--- config.mk ---
export PLATFORM = sky130hd
export DESIGN_NAME = irqn_cause_unit
export DESIGN_NICKNAME = d
export VERILOG_FILES = /design/src/rtl/irqn_pkg.sv /design/src/rtl/irqn_prio_select.sv /design/src/rtl/irqn_ip_map.sv /design/src/rtl/irqn_cause_unit.sv
export SDC_FILE = /design/constraint.sdc
export NUM_CORES = 1
export LEC_CHECK = 0
export BUFFER_PORTS_ARGS = -buffer_cell sky130_fd_sc_hd__buf_2
export CAP_MARGIN = 10
export CELL_PAD_IN_SITES_DETAIL_PLACEMENT = 0
export CELL_PAD_IN_SITES_GLOBAL_PLACEMENT = 2
export CORE_UTILIZATION = 34
export DETAILED_ROUTE_END_ITERATION = 8
export GPL_ROUTABILITY_DRIVEN = 0
export PLACE_DENSITY_LB_ADDON = 0.1
export SYNTH_ARGS = -nofsm -noshare
export SYNTH_HDL_FRONTEND = slang
export SYNTH_SLANG_ARGS = --single-unit
export TNS_END_PERCENT = 100
--- constraint.sdc ---
create_clock -name clk -period 146 [get_ports clk]
set_input_delay 36.5 -clock clk [delete_from_list [all_inputs] [get_ports clk]]
set_output_delay 36.5 -clock clk [all_outputs]
set_load 0.01 [all_outputs]
--- src/rtl/irqn_pkg.sv ---
package irqn_pkg;

    localparam int CAUSE_W = 5;
    localparam int NUM_SRC = 1 << CAUSE_W;
    localparam int IP_W    = CAUSE_W + 1;

    typedef struct packed {
        logic [CAUSE_W-1:0] cause;
        logic               flag;
        logic               tdis;
    } irqn_stat_t;

endpackage

--- src/rtl/irqn_prio_select.sv ---
module irqn_prio_select #(
    parameter int NSRC = 32,
    parameter int PW   = 3,
    localparam int CW  = $clog2(NSRC)
) (
    input  logic [NSRC-1:0]    req_i,
    input  logic [NSRC*PW-1:0] prio_i,
    input  logic [PW-1:0]      mask_i,
    output logic               hit_o,
    output logic [CW-1:0]      idx_o
);

    logic [NSRC-1:0] elig;
    logic [PW-1:0]   lvl [NSRC];

    for (genvar g = 0; g < NSRC; g++) begin : g_src
        assign lvl[g]  = prio_i[g*PW +: PW];
        assign elig[g] = req_i[g] && (lvl[g] > mask_i);
    end

    logic [PW-1:0] best_lvl;

    always_comb begin
        hit_o    = 1'b0;
        idx_o    = '0;
        best_lvl = '0;
        for (int i = 0; i < NSRC; i++) begin
            if (elig[i] && (!hit_o || lvl[i] > best_lvl)) begin
                hit_o    = 1'b1;
                idx_o    = CW'(i);
                best_lvl = lvl[i];
            end
        end
    end

endmodule

--- src/rtl/irqn_ip_map.sv ---
module irqn_ip_map
    import irqn_pkg::*;
(
    input  logic               tdis_i,
    input  logic [CAUSE_W-1:0] cause_i,
    input  logic               flag_i,
    input  logic               timer_i,
    output logic [IP_W-1:0]    ip_o
);

    always_comb begin
        ip_o[0]                  = flag_i;
        ip_o[CAUSE_W-1:1]        = cause_i[CAUSE_W-2:0];
        ip_o[CAUSE_W]            = tdis_i ? cause_i[CAUSE_W-1] : timer_i;
    end

endmodule

--- src/rtl/irqn_cause_unit.sv ---
module irqn_cause_unit
    import irqn_pkg::*;
#(
    parameter int PRIO_W = 3
) (
    input  logic                      clk,
    input  logic                      rst_n,
    input  logic                      strap_i,
    input  logic [NUM_SRC-1:0]        req_i,
    input  logic [NUM_SRC*PRIO_W-1:0] prio_i,
    input  logic [PRIO_W-1:0]         mask_lvl_i,
    input  logic                      timer_irq_i,
    output logic [CAUSE_W-1:0]        cause_o,
    output logic                      flag_o,
    output logic [IP_W-1:0]           ip_o
);

    irqn_stat_t st_d, st_q;
    logic               sel_hit;
    logic [CAUSE_W-1:0] sel_idx;
    logic               tdis_w;

    irqn_prio_select #(
        .NSRC (NUM_SRC),
        .PW   (PRIO_W)
    ) u_sel (
        .req_i  (req_i),
        .prio_i (prio_i),
        .mask_i (mask_lvl_i),
        .hit_o  (sel_hit),
        .idx_o  (sel_idx)
    );

    always_comb begin
        st_d       = st_q;
        st_d.flag  = sel_hit;
        st_d.cause = sel_hit ? sel_idx : '0;
    end

    always_ff @(posedge clk) begin
        if (!rst_n) begin
            st_q.cause <= '0;
            st_q.flag  <= 1'b0;
            st_q.tdis  <= strap_i;
        end else begin
            st_q <= st_d;
        end
    end

    assign tdis_w  = st_q.tdis;
    assign cause_o = st_q.cause;
    assign flag_o  = st_q.flag;

    irqn_ip_map u_map (
        .tdis_i  (tdis_w),
        .cause_i (st_q.cause),
        .flag_i  (st_q.flag),
        .timer_i (timer_irq_i),
        .ip_o    (ip_o)
    );

endmodule

; ---- After elaboration in Yosys (flattened, before gate mapping)
; Cells that the tools add are included.
[totals]
out_inout_bits = 12
regBits = 7
[classes]
reduce_logical = 126
magnitude_cmp = 63
mux = 95
[ops]
columns = operator, n
row1 = greater-than comparator 3 bit, 63
row2 = 2-to-1 mux 3 bit, 35
row3 = 2-to-1 mux 5 bit, 16
row4 = logical AND 1 bit, 63
row5 = 2-to-1 mux 1 bit, 34
row6 = 2-to-1 mux 4 bit, 8
row7 = logical NOT 1 bit, 31
row8 = logical OR 1 bit, 31
row9 = 2-to-1 mux 2 bit, 2
row10 = AND reduction 2 bit, 1

; ---- Depth between registers and ports, before layout
[logic_depth]
word_depth = 128
ltp_mapped = 283
mapped_depth_nobuf = 279

; ---- By module
; Synthesis repeated with hierarchy kept, for this count alone.
[hier_totals]
hier_cells = 974
hier_area_um2 = 6827.8
[by_module_without_submodules]
columns = module, cells_per_inst, n_inst, area_each_um2
row1 = irqn_prio_select, 954, 1, 6582.6
row2 = irqn_cause_unit, 14, 1, 192.7
row3 = irqn_ip_map, 6, 1, 52.6

; ---- Worst setup path after synthesis
; OpenSTA, ideal clock, no wires.
[synth_timing]
path_type = input to register
startpoint = in mask_lvl_i[2]
endpoint = reg st_q (netlist bit cause_o[1])
path_stages = 242
path_buffers = 4
required_ps = 145856
setup_ps = 144
t_arrival_ps = 79984
setup_slack_ps = 65872
cell_sequence = inv_1 ha_1 a31oi_1 and3_1 nand2_1 ha_1 nor2b_1 o21a_1 o21ai_1 a21o_1 mux2i_1 inv_1 ha_1 nor2b_1 o21ai_0 a32oi_1 a21oi_2 or3_1 (+206 left out) o21ai_2 mux2i_1 ha_1 a21o_1 a21oi_1 a31oi_1 o21ai_1 nor2_1 a21oi_1 o21ai_1 ha_1 a21o_1 a21oi_1 a31oi_1 o21ai_0 nand2_1 a2111oi_0 nor3_1
[synth_between]
elab_chain_cells = 128
word_cells_on_any_way = 282
[synth_lines]
columns = element, line_no
row1 = start: declaration, irqn_cause_unit.sv:11  ; input logic [PRIO_W-1:0] mask_lvl_i,
row2 = greater-than comparator 3 bit, irqn_prio_select.sv:18  ; assign elig[g] = req_i[g] && (lvl[g] > mask_i);
row3 = logical AND 1 bit, irqn_prio_select.sv:18
row4 = 2-to-1 mux 3 bit or 2-to-1 mux 1 bit (tied branches), irqn_prio_select.sv:28  ; if (elig[i] && (!hit_o || lvl[i] > best_lvl)) begin
row5 = greater-than comparator 3 bit or logical NOT 1 bit (tied branches), irqn_prio_select.sv:28
row6 = logical OR 1 bit, irqn_prio_select.sv:28
row7 = logical AND 1 bit, irqn_prio_select.sv:28
row8 = 2-to-1 mux 3 bit or 2-to-1 mux 1 bit (tied branches), irqn_prio_select.sv:28
row9 = greater-than comparator 3 bit or logical NOT 1 bit (tied branches), irqn_prio_select.sv:28
row10 = (+112 left out), --
row11 = logical OR 1 bit, irqn_prio_select.sv:28
row12 = logical AND 1 bit, irqn_prio_select.sv:28
row13 = 2-to-1 mux 3 bit or 2-to-1 mux 1 bit (tied branches), irqn_prio_select.sv:28
row14 = greater-than comparator 3 bit or logical NOT 1 bit (tied branches), irqn_prio_select.sv:28
row15 = logical OR 1 bit, irqn_prio_select.sv:28
row16 = logical AND 1 bit, irqn_prio_select.sv:28
row17 = 2-to-1 mux 1 bit, irqn_prio_select.sv:28
row18 = AND reduction 2 bit (no source line), --
row19 = end signal: assignment, irqn_cause_unit.sv:46  ; st_q <= st_d;
row20 = end: declaration, irqn_cause_unit.sv:18  ; irqn_stat_t st_d, st_q;
; Several ways; a longest one is shown, not always the timed one.
; A chain may end at the register's enable or synchronous reset.

; ---- Worst setup path after layout
[layout_timing]
startpoint = in mask_lvl_i[0]
endpoint = reg st_q (netlist bit cause_o[1])
; Same word-level chain as after synthesis.

==> impl_metrics.py <==
metrics = {
    "routing": {
        "firstDrtPassIters": 5,
        "wl_per_cell_um": 15.8,
        "postRouteAntennaNets": 0,
        "num_vias": 7488,
        "wl_mm": 22.1,
        "drtIter0Drc": 262,
        "drc": 0,
        "via_per_inst": 5.36,
    },
    "timing": {
        "tightest_slew_ps": 852,
        "rsz0062_at_grt": "no",
        "min_period_ps": 86290,
        "max_freq_ghz": 0.0116,
        "fin_crit_sh_pct": 59.1,
        "finalSetupViolations": 0,
        "slew_violations": 0,
        "holdWs_ps": 36440,
        "hold_viol_final": 0,
        "finalSetupTns_ps": 0,
        "relSlewSlack_pct": 43.1,
    },
    "die": {
        "die_area_um2": 21200,
        "die_height_um": 146,
        "io_pins": 147,
        "coreArea_um2": 20200,
        "row_count": 52,
        "die_w_um": 146,
        "start_util_pct": 34.6,
    },
    "synthesis": {
        "synth-adder-area-share_pct": 30.4,
        "synthFlopType": "dfxtp_1",
        "synth_top_area_cell": "ha_1",
        "ys_seq_area_share_pct": 2.14,
        "post_synth_num_cell_types": 100,
        "synth_edf_count": 1,
        "ys_async_sr_fraction_pct": 0,
        "yosys.area_share.simple_pct": 25.1,
        "synth_top_family_by_area": "compound AO/OA/AOI/OAI gates",
        "synth_fp_nets": 1287,
        "synthCells": 986,
        "synth_area_um2": 7000,
        "synth_top_area_share_pct": 29.7,
        "synth_compound_area_share_pct": 31.6,
        "synthMuxAreaShare_pct": 2.95,
        "synth_seq_cells": 7,
        "ys_warn_count": 0,
        "syn_avg_cell_area_um2": 7.10,
        "synth_area_leaders": "ha_1 (30%), inv_1 (6.7%), a21oi_1 (6.2%), nand2_1 (5.2%), o21ai_0 (4.3%)",
        "synthXorXnorAreaFrac_pct": 0,
    },
    "placement": {
        "portBuffers": 146,
        "postPlaceCellArea_um2": 8020,
        "placedCellCount": 1393,
        "dp_hpwl_mm": 18.6,
    },
    "finish": {
        "drive_above_1_share_pct": 19.8,
        "instances_no_fill": 1397,
        "syn_to_final_growth_pct": 15.6,
        "final_cell_mix": "ha_1 (166), buf_2 (146), inv_1 (125)",
        "design_area_um2": 8100,
        "antenna_cells": 0,
        "nets": 1429,
        "final_common_cell": "ha_1",
    },
    "worst_setup_path": {
        "cp_slowest_stage_delay_ps": 680,
        "startpoint_type": "input port",
        "cp_max_fo": 32,
        "crit_top_cell": "ha_1",
        "cp-end-kind": "flop",
        "worstPathArrival_ps": 86360,
        "cpMaxStageDelayCell": "nor2b_1",
        "required_ps": 146080,
        "crit_type": "in2reg",
    },
    "clocking": {
        "ctsResizeCount": 0,
        "cts_tree": "built",
        "cts.sinks": 7,
        "ctsLongestPathBuffers": 2,
        "clk_pin_slew_ps": 40,
        "numCtsBuffers": 3,
        "postCtsHoldBufs": 0,
        "cts-root-buf": "clkbuf_16",
        "post-cts-setup-buffers": 0,
        "h-tree-depth": 1,
    },
    "pwr": {
        "power_w": 0.000134,
        "leakagePower_nw": 4.06,
        "irDropWorstVdd_uv": 6.47,
        "pwr_density_cell_nw_per_um2": 16.6,
    },
    "worst_hold_path": {
        "hold_depth": 1,
        "hold_path_end": "tdis_w$_DFFE_PN_",
        "hp-start": "strap_i",
        "hp-class": "in2reg",
    },
    "status": {
        "run_status": "finished clean",
    },
    "grt": {
        "grt_max_degree": 33,
        "grt_overflow_total": 0,
        "antenna_found_initial": 0,
        "grt_pass1_wl_mm": 36.2,
        "grt_pass1_vias": 7175,
        "grt.total_usage_pct": 20.8,
    },
    "job": {
        "drv_cap": 0,
    },
}
[power by group]
group	internal, W	switching, W	total, W
Sequential	0.00000272	0.000000364	0.00000309
Combinational	0.0000550	0.0000713	0.000126
Clock	0.00000363	0.00000104	0.00000468
Total	0.0000614	0.0000727	0.000134
[metal layers]
| layer | global-route usage, % | wire, um |
|---|---|---|
| met5 | 0 | 0 |
| met3 | 0.752 | 590 |
| met4 | 2.00 | 130 |
| met1 | 28.4 | 11000 |
| met2 | 37.5 | 10400 |
[through the flow]
| step | utilization, % | setup WS (ps) |
|---|---|---|
| floorplan | - | 65870 |
| global placement | 39.6 | 59840 |
| detailed placement | 39.6 | 59650 |
| CTS | 40.0 | 59750 |
| global route | 40.0 | 54910 |
| finish | 40.0 | 59710 |
[worst max-delay path: cells and delay by family]
family | cells | cell delay, ps
fa+ha+maj | 36 | 9710
buf+inv | 14 | 1450
compound gates | 116 | 22600
simple gates | 68 | 12030
mux | 11 | 4030
[synth_stat cells (7+ instances only)]
cell     count
or3_1       12
nand2_1     97
a31oi_1     10
a21o_1      14
inv_1      125
ha_1       166
mux2_2      13
and2_1      16
nor2_1      54
o21ai_1     13
nand3_1     49
nor3_1      23
a21oi_1     87
nor2b_1     41
or2_2        8
o21ai_2      8
nand4_1      7
and3_1       9
o21a_1       7
o21ai_0     60
[worst max-delay path by stage]
| stage | startpoint | end | cells after the start |
|---|---|---|---|
| 6_report | mask_lvl_i[0] | cause_o[1]$_SDFF_PN0_ | 245 |
| 5_1_grt | mask_lvl_i[0] | cause_o[1]$_SDFF_PN0_ | 253 |
| 4_1_cts | mask_lvl_i[0] | cause_o[1]$_SDFF_PN0_ | 243 |
| 3_5_place_dp | mask_lvl_i[0] | cause_o[1]$_SDFF_PN0_ | 245 |
| 3_3_place_gp | mask_lvl_i[0] | cause_o[1]$_SDFF_PN0_ | 239 |
| 2_1_floorplan | mask_lvl_i[2] | cause_o[1]$_SDFF_PN0_ | 242 |
[logic make-up after synthesis]
group | Yosys count
buffers and inverters | 138
adder cells (fa/ha/maj) | 171
multiplexers | 19
AO/OA/AOI/OAI | 304
flip-flops | 7
AND/OR/NAND/NOR | 347
[final cells by class]
| type | count | area (um^2) |
|---|---|---|
| clock buffer | 4 | 78.8 |
| inverter | 126 | 473 |
| timing repair buffer | 149 | 753 |
| tap | 270 | 338 |
| fill | 2257 | 12100 |
| sequential | 7 | 150 |
| multi-input combinational | 841 | 6300 |
[registers in the layout, summed over array words and instances (netlist names)]
| signal | cells |
|---|---|
| cause_o | 5 |
| flag_o | 1 |
| tdis_w | 1 |
Power figures use the tool's default switching activity.
